## src/rtl/rsq_pkg.sv

```systemverilog
`timescale 1ns/1ps
package rsq_pkg;
  parameter int unsigned RSQ_AW = 30;
  parameter int unsigned RSQ_DW = 32;
  localparam int unsigned RSQ_BW = RSQ_DW / 8;

  typedef struct packed {
    logic [RSQ_AW-1:0] addr;
    logic [RSQ_DW-1:0] data;
    logic [RSQ_BW-1:0] mask;
  } rsq_ent_t;

  // replace the bytes of base selected by sel with those of over
  function automatic logic [RSQ_DW-1:0] rsq_byte_merge(
    input logic [RSQ_DW-1:0] base,
    input logic [RSQ_DW-1:0] over,
    input logic [RSQ_BW-1:0] sel
  );
    logic [RSQ_DW-1:0] r;
    r = base;
    for (int b = 0; b < int'(RSQ_BW); b++) begin
      if (sel[b]) r[b*8 +: 8] = over[b*8 +: 8];
    end
    return r;
  endfunction

  function automatic logic rsq_overlap(input logic [RSQ_BW-1:0] a,
                                       input logic [RSQ_BW-1:0] b);
    return |(a & b);
  endfunction

  // every requested byte is enabled by the entry mask
  function automatic logic rsq_covers(input logic [RSQ_BW-1:0] ent_mask,
                                      input logic [RSQ_BW-1:0] req);
    return (req & ~ent_mask) == '0;
  endfunction
endpackage

```

## src/rtl/rsq_ring.sv

```systemverilog
`timescale 1ns/1ps
module rsq_ring #(
  parameter int unsigned DEPTH = 8
) (
  input  logic                       clk,
  input  logic                       rst_n,
  input  logic                       push,
  input  logic                       pop,
  input  logic                       clear,
  output logic [$clog2(DEPTH)-1:0]   wr_idx,
  output logic [$clog2(DEPTH)-1:0]   rd_idx,
  output logic [$clog2(DEPTH):0]     count,
  output logic                       full,
  output logic                       empty
);
  localparam int unsigned PW = $clog2(DEPTH);
  localparam int unsigned CW = PW + 1;

  assign full  = (count == CW'(DEPTH));
  assign empty = (count == '0);

  always_ff @(posedge clk) begin
    if (!rst_n || clear) begin
      wr_idx <= '0;
      rd_idx <= '0;
      count  <= '0;
    end else begin
      if (push) wr_idx <= wr_idx + 1'b1;
      if (pop)  rd_idx <= rd_idx + 1'b1;
      count <= count + CW'(push) - CW'(pop);
    end
  end

  // the owner never pushes into a full ring unless the head leaves
  assert_no_overflow_R2: assert property (@(posedge clk) disable iff (!rst_n)
    (push && !clear) |-> (!full || pop));

  // the head is never freed from an empty ring
  assert_no_underflow_R7: assert property (@(posedge clk) disable iff (!rst_n)
    pop |-> !empty);

  // a clear leaves the ring empty on the next cycle
  assert_clear_empties_R8: assert property (@(posedge clk) disable iff (!rst_n)
    clear |=> empty);
endmodule

```

## src/rtl/rsq_fwd.sv

```systemverilog
`timescale 1ns/1ps
module rsq_fwd
  import rsq_pkg::*;
#(
  parameter int unsigned DEPTH = 8
) (
  input  rsq_ent_t [DEPTH-1:0]       ents,
  input  logic [$clog2(DEPTH)-1:0]   rd_idx,
  input  logic [$clog2(DEPTH):0]     count,
  input  logic [RSQ_AW-1:0]          ld_addr,
  input  logic [RSQ_BW-1:0]          ld_mask,
  input  logic [RSQ_DW-1:0]          cache_data,
  output logic [RSQ_DW-1:0]          ld_data,
  output logic                       ld_hit,
  output logic                       ld_partial
);
  localparam int unsigned PW = $clog2(DEPTH);
  localparam int unsigned CW = PW + 1;

  logic              found;
  rsq_ent_t          pick;
  logic [PW-1:0]     idx;

  // walk from oldest to youngest; a later match overrides an earlier one
  always_comb begin
    found = 1'b0;
    pick  = '0;
    idx   = '0;
    for (int i = 0; i < int'(DEPTH); i++) begin
      idx = rd_idx + PW'(i);
      if ((CW'(i) < count) && (ents[idx].addr == ld_addr) &&
          rsq_overlap(ents[idx].mask, ld_mask)) begin
        found = 1'b1;
        pick  = ents[idx];
      end
    end
  end

  assign ld_hit     = found;
  assign ld_partial = found && !rsq_covers(pick.mask, ld_mask);
  assign ld_data    = found ? rsq_byte_merge(cache_data, pick.data, pick.mask)
                            : cache_data;
endmodule

```

## src/rtl/rsq_core_q.sv

```systemverilog
`timescale 1ns/1ps
module rsq_core_q
  import rsq_pkg::*;
#(
  parameter int unsigned DEPTH = 8
) (
  input  logic               clk,
  input  logic               rst_n,
  input  logic               enq_valid,
  input  rsq_ent_t           enq_ent,
  output logic               enq_ready,
  input  logic               rel,
  input  logic               flush,
  input  logic [RSQ_AW-1:0]  ld_addr,
  input  logic [RSQ_BW-1:0]  ld_mask,
  input  logic [RSQ_DW-1:0]  cache_data,
  output logic [RSQ_DW-1:0]  ld_data,
  output logic               ld_hit,
  output logic               ld_partial
);
  localparam int unsigned PW = $clog2(DEPTH);
  localparam int unsigned CW = PW + 1;

  logic                  push_evt;
  logic                  pop_evt;
  logic                  ring_full;
  logic                  ring_empty;
  logic [PW-1:0]         wr_idx;
  logic [PW-1:0]         rd_idx;
  logic [CW-1:0]         count;
  rsq_ent_t [DEPTH-1:0]  slots;

  // a release frees the head slot in the same cycle, so a full ring still accepts
  assign enq_ready = !ring_full || rel;
  assign push_evt  = enq_valid && enq_ready && !flush;
  assign pop_evt   = rel && !ring_empty && !flush;

  rsq_ring #(.DEPTH(DEPTH)) u_ring (
    .clk    (clk),
    .rst_n  (rst_n),
    .push   (push_evt),
    .pop    (pop_evt),
    .clear  (flush),
    .wr_idx (wr_idx),
    .rd_idx (rd_idx),
    .count  (count),
    .full   (ring_full),
    .empty  (ring_empty)
  );

  always_ff @(posedge clk) begin
    if (push_evt) slots[wr_idx] <= enq_ent;
  end

  rsq_fwd #(.DEPTH(DEPTH)) u_fwd (
    .ents       (slots),
    .rd_idx     (rd_idx),
    .count      (count),
    .ld_addr    (ld_addr),
    .ld_mask    (ld_mask),
    .cache_data (cache_data),
    .ld_data    (ld_data),
    .ld_hit     (ld_hit),
    .ld_partial (ld_partial)
  );

  // after a fault nothing is left to forward
  assert_flush_no_hit_R8: assert property (@(posedge clk) disable iff (!rst_n)
    flush |=> !ld_hit);

  // store plus release on a full ring keeps it full
  assert_full_swap_R3: assert property (@(posedge clk) disable iff (!rst_n)
    (ring_full && push_evt && pop_evt) |=> ring_full);
endmodule

```

## src/rtl/rsq_drain_q.sv

```systemverilog
`timescale 1ns/1ps
module rsq_drain_q
  import rsq_pkg::*;
#(
  parameter int unsigned DEPTH = 8
) (
  input  logic      clk,
  input  logic      rst_n,
  input  logic      enq_valid,
  input  rsq_ent_t  enq_ent,
  output logic      enq_ready,
  input  logic      port_free,
  output logic      wr_valid,
  output rsq_ent_t  wr_ent
);
  localparam int unsigned PW = $clog2(DEPTH);
  localparam int unsigned CW = PW + 1;

  logic                  push_evt;
  logic                  pop_evt;
  logic                  ring_full;
  logic                  ring_empty;
  logic [PW-1:0]         wr_idx;
  logic [PW-1:0]         rd_idx;
  logic [CW-1:0]         count;
  rsq_ent_t [DEPTH-1:0]  slots;

  assign pop_evt   = port_free && !ring_empty;
  assign enq_ready = !ring_full || pop_evt;
  assign push_evt  = enq_valid && enq_ready;
  assign wr_valid  = pop_evt;
  assign wr_ent    = slots[rd_idx];

  rsq_ring #(.DEPTH(DEPTH)) u_ring (
    .clk    (clk),
    .rst_n  (rst_n),
    .push   (push_evt),
    .pop    (pop_evt),
    .clear  (1'b0),
    .wr_idx (wr_idx),
    .rd_idx (rd_idx),
    .count  (count),
    .full   (ring_full),
    .empty  (ring_empty)
  );

  always_ff @(posedge clk) begin
    if (push_evt) slots[wr_idx] <= enq_ent;
  end

  // full ring with a busy port stalls the feeding stage
  assert_stall_when_full_R10: assert property (@(posedge clk) disable iff (!rst_n)
    (ring_full && !port_free) |-> !enq_ready);

  // the head waits unchanged while no write port is free
  assert_head_held_R9: assert property (@(posedge clk) disable iff (!rst_n)
    (!ring_empty && !port_free) |=> $stable(wr_ent));
endmodule

```

## src/rtl/rsq_pair.sv

```systemverilog
`timescale 1ns/1ps
module rsq_pair
  import rsq_pkg::*;
#(
  parameter int unsigned DEPTH = 8
) (
  input  logic               clk,
  input  logic               rst_n,
  input  logic               core_st_valid,
  input  logic [RSQ_AW-1:0]  core_st_addr,
  input  logic [RSQ_DW-1:0]  core_st_data,
  input  logic [RSQ_BW-1:0]  core_st_mask,
  output logic               core_st_ready,
  input  logic               chk_commit,
  input  logic               chk_fault,
  input  logic [RSQ_AW-1:0]  ld_addr,
  input  logic [RSQ_BW-1:0]  ld_mask,
  input  logic [RSQ_DW-1:0]  l1_rdata,
  output logic [RSQ_DW-1:0]  ld_rdata,
  output logic               ld_fwd_hit,
  output logic               ld_fwd_partial,
  input  logic               ver_st_valid,
  input  logic [RSQ_AW-1:0]  ver_st_addr,
  input  logic [RSQ_DW-1:0]  ver_st_data,
  input  logic [RSQ_BW-1:0]  ver_st_mask,
  output logic               ver_st_ready,
  input  logic               l1_wr_free,
  output logic               l1_wr_valid,
  output logic [RSQ_AW-1:0]  l1_wr_addr,
  output logic [RSQ_DW-1:0]  l1_wr_data,
  output logic [RSQ_BW-1:0]  l1_wr_mask
);
  rsq_ent_t core_ent;
  rsq_ent_t ver_ent;
  rsq_ent_t drain_ent;

  assign core_ent = '{addr: core_st_addr, data: core_st_data, mask: core_st_mask};
  assign ver_ent  = '{addr: ver_st_addr,  data: ver_st_data,  mask: ver_st_mask};

  rsq_core_q #(.DEPTH(DEPTH)) u_core (
    .clk        (clk),
    .rst_n      (rst_n),
    .enq_valid  (core_st_valid),
    .enq_ent    (core_ent),
    .enq_ready  (core_st_ready),
    .rel        (chk_commit),
    .flush      (chk_fault),
    .ld_addr    (ld_addr),
    .ld_mask    (ld_mask),
    .cache_data (l1_rdata),
    .ld_data    (ld_rdata),
    .ld_hit     (ld_fwd_hit),
    .ld_partial (ld_fwd_partial)
  );

  rsq_drain_q #(.DEPTH(DEPTH)) u_drain (
    .clk       (clk),
    .rst_n     (rst_n),
    .enq_valid (ver_st_valid),
    .enq_ent   (ver_ent),
    .enq_ready (ver_st_ready),
    .port_free (l1_wr_free),
    .wr_valid  (l1_wr_valid),
    .wr_ent    (drain_ent)
  );

  assign l1_wr_addr = drain_ent.addr;
  assign l1_wr_data = drain_ent.data;
  assign l1_wr_mask = drain_ent.mask;

  // a partial hit is always a hit
  assert_partial_needs_hit_R6: assert property (@(posedge clk) disable iff (!rst_n)
    ld_fwd_partial |-> ld_fwd_hit);
endmodule

```

## config.mk

```make
export PLATFORM = sky130hd
export DESIGN_NAME = rsq_pair
export DESIGN_NICKNAME = d
export VERILOG_FILES = /design/src/rtl/rsq_pkg.sv /design/src/rtl/rsq_ring.sv /design/src/rtl/rsq_fwd.sv /design/src/rtl/rsq_core_q.sv /design/src/rtl/rsq_drain_q.sv /design/src/rtl/rsq_pair.sv
export SDC_FILE = /design/constraint.sdc
export NUM_CORES = 2
export LEC_CHECK = 0
export CORE_ASPECT_RATIO = 0.75
export CORE_UTILIZATION = 60
export CTS_BUF_LIST = sky130_fd_sc_hd__clkbuf_16
export DETAILED_ROUTE_END_ITERATION = 10
export DONT_BUFFER_PORTS = 1
export PLACE_DENSITY = 0.76
export SLEW_MARGIN = 10
export SYNTH_ARGS = -nofsm -noshare
export SYNTH_HDL_FRONTEND = slang
export SYNTH_SLANG_ARGS = --single-unit
export TNS_END_PERCENT = 20
```

## constraint.sdc

```tcl
create_clock -name clk -period 23.8 [get_ports clk]
set_input_delay 7.14 -clock clk [delete_from_list [all_inputs] [get_ports clk]]
set_output_delay 7.14 -clock clk [all_outputs]
set_load 0.01 [all_outputs]
```

==> flow_summary.toml <==
[outcome]
status = "finished, final reports clean"

[drt]
dr_total_vias = 44200
first_pass_iters = 6
drt_iter0_markers = 7059
routed_wl_mm = 209
drc_errors = 0
via_per_inst = 7.69
routedWlPerCell_microns = 36.3
ant_nets = 0

[grt]
grt_pass1_vias = 41200
grt_use_total_pct = 37.8
grt_max_degree = 129
antenna_found_initial = 5
grt_pass1_wl_mm = 298
overflow = 0

[logic_synthesis]
yosysWarnings = 0
ys_ff_latch = 1076
yosysTopAreaCell = "edfxtp_1"
syn_area_sq_um = 64900
synthFlopType = "edfxtp_1"
yosysTopAreaCellShare_pct = 48.9
synth_cell_type_count = 96
async_flop_share_pct = 0
synthTopCellsByArea = "edfxtp_1 (49%), mux4_2 (22%), mux2i_1 (4.3%)"
ys_seq_area_share_pct = 49.5
avgSynthCellArea_sq_um = 14.7
synth_cells = 4411
synth_edf_count = 1056
synth_nets = 4636

[timing]
slew_headroom_pct = 8.11
finalSetupViolCount = 0
fin_skew_ps = 68.6
slew_viol_final = 0
fmax_mhz = 52.0
setup_ws_ps = 4580
worst_slew_pin_slew_ps = 1340
fin_crit_sh_pct = 80.8
hold_violations = 0
period_minus_slack_ps = 19220
fin_tns_setup_ps = 0
grt_setup_unrepaired = "false"

[hold_path]
hold_class = "flop to flop"
hold_depth = 2

[setup_path]
worstRegToRegCells = 9
critPathKind = "input pin to primary output"
cp_common_cell = "mux2_2"
worstPathMaxFanout = 61
end_kind = "primary output"
rrSetupSlack_ps = 19860
startpoint_type = "input pin"
critical_path_arrival_ps = 12080
critPathLaunch = "ld_addr[11]"
cpPeakStageDelay_ps = 1140
crit_required_ps = 16660
path_cells = "inv_1 -> xnor2_1 -> nand4_1 -> nor4_4 -> buf_4 -> nand3_4 -> nand3_2 -> o21ai_0 -> mux2_2 -> o31a_1 -> mux2_2"
r2r-end = "u_core.slots[260]"
cp-endpoint = "ld_rdata[20]"
crit_slowest_cell = "nand3_2"
reg2reg_from = "u_core.u_ring.count[2]"

[die]
fp.dieW_microns = 382
io_pins = 308
rows = 104
die_area_sq_um = 110000
die_h_microns = 287
start_util_pct = 60.5
core_sq_um = 107000

[clock_tree]
path_clk_slew_ps = 70
cts.sinks = 1076
holdBufCountCts = 0
cts_tree = "built"
numCtsBuffers = 102
insertion_delay_ps = 760
cts_resized = 0
cts_buffer_depth = 3
cts_setup_buffers = 0
cts-root-buf = "clkbuf_16"
cts_max_level = 3

[power]
leakage_nw = 20.9
pwr_density_cell_nw_per_um2 = 65.3
total_power_mw = 4.50
irDropWorstVdd_mv = 0.0851

[layout]
multi_input_area_sq_um = 30800
drive_above_1_share_pct = 26.4
final_common_cell = "edfxtp_1"
layout.cells.most_common_list = "edfxtp_1 (1056), mux4_2 (646), nand2_1 (507), mux2i_1 (281), mux2_2 (166)"
nFillCells = 7489
finalNonFillerCells = 5746
final-seq-area_sq_um = 32100
nNetsFinal = 4455
synthToLayoutAreaGrowth_pct = 6.19

[placed_design]
dpl.hpwl_mm = 138
dpl.cell_count = 5556
place_congestion = 1.10
dp_slack_ps = 4790
place.port_buffers = 0

[job]
drv_cap = 0
==> flip-flops by register name, summed over array words and instances (netlist names) <==
name                   cells
u_drain.u_ring.wr_idx      3
u_core.u_ring.wr_idx       3
u_drain.u_ring.rd_idx      3
u_core.slots             528
u_core.u_ring.rd_idx       3
u_drain.u_ring.count       4
u_drain.slots            528
u_core.u_ring.count        4
==> where the power goes <==
part           switching [mW]  internal, mW  total (mW)  leakage (nW)
clock network           0.746         0.861        1.61          1.66
logic                   0.382         0.322       0.704          9.52
registers              0.0461          2.14        2.19          9.73
total                    1.17          3.33        4.50          20.9
==> routing by layer <==
layer / part of all wire [%] / GRT usage [%]
met1: 39 / 56.1
met2: 44 / 55.4
met3: 14 / 10.9
met4: 2.7 / 9.17
met5: 0 / 0
==> cell type report <==
class | instances | share of cell area, %
inverters | 51 | 0.281
flip-flops and latches | 1076 | 46.6
multi-input cells | 2912 | 44.7
clock buffers | 103 | 3.74
diodes | 2 | 0.00726
well taps | 1431 | 2.60
repair buffers | 87 | 1.05
clock inverters | 84 | 1.03
==> critical path: cells and delay by family <==
kind	cells	cell delay, ps
simple gates	4	2340
buf+inv	2	890
mux	2	720
compound gates	2	670
xor+xnor	1	220
==> stage by stage <==
step	instance area (sq um)	hold slack [ps]	utilization [%]
floorplan	64900	470	-
global placement	65600	485	61.2
detailed placement	65600	497	61.2
CTS	68900	508	64.3
global route	68900	539	64.3
finish	68900	512	64.3
==> cell families (layout without fill, tap and decap cells) <==
family / count (synthesis) / after routing / share of synthesized area, %
compound gates: 583 / 583 / 6.74
xor+xnor: 186 / 186 / 2.54
fa+ha+maj: 20 / 20 / 0.409
buf+inv: 423 / 325 / 3.45
flops: 1076 / 1076 / 49.5
mux: 1110 / 1110 / 30.0
other cells: 0 / 2 / 0
simple gates: 1013 / 1013 / 7.38
==> cells in the mapped netlist, drive strengths merged (6+ instances only) <==
cell	n
a2111oi	60
a211oi	13
a21boi	6
a21o	8
a21oi	56
a221oi	59
a22oi	38
a31oi	78
a32oi	14
and2	55
and3	16
and4	9
buf	202
clkbuf	170
clkinv	10
dfxtp	20
edfxtp	1056
ha	18
inv	41
mux2	183
mux2i	281
mux4	646
nand2	507
nand2b	27
nand3	68
nand3b	6
nand4	43
nor2	126
nor2b	36
nor3	47
nor3b	8
nor4	22
o2111ai	15
o211ai	8
o21a	11
o21ai	53
o221a	26
o221ai	7
o22ai	46
o31a	36
o31ai	7
or2	7
or3	16
xnor2	161
xor2	25
==> worst min path at each step <==
stage | to | start
2_1_floorplan | u_drain.u_ring.wr_idx[0] | u_drain.u_ring.wr_idx[0]
3_3_place_gp | u_drain.u_ring.wr_idx[0] | u_drain.u_ring.wr_idx[0]
3_5_place_dp | u_drain.u_ring.wr_idx[0] | u_drain.u_ring.wr_idx[0]
4_1_cts | u_drain.u_ring.wr_idx[0] | u_drain.u_ring.wr_idx[0]
5_1_grt | u_drain.u_ring.wr_idx[0] | u_drain.u_ring.wr_idx[0]
6_report | u_drain.u_ring.wr_idx[0] | u_drain.u_ring.wr_idx[0]
Note: power is estimated with default switching activity, not from simulation.
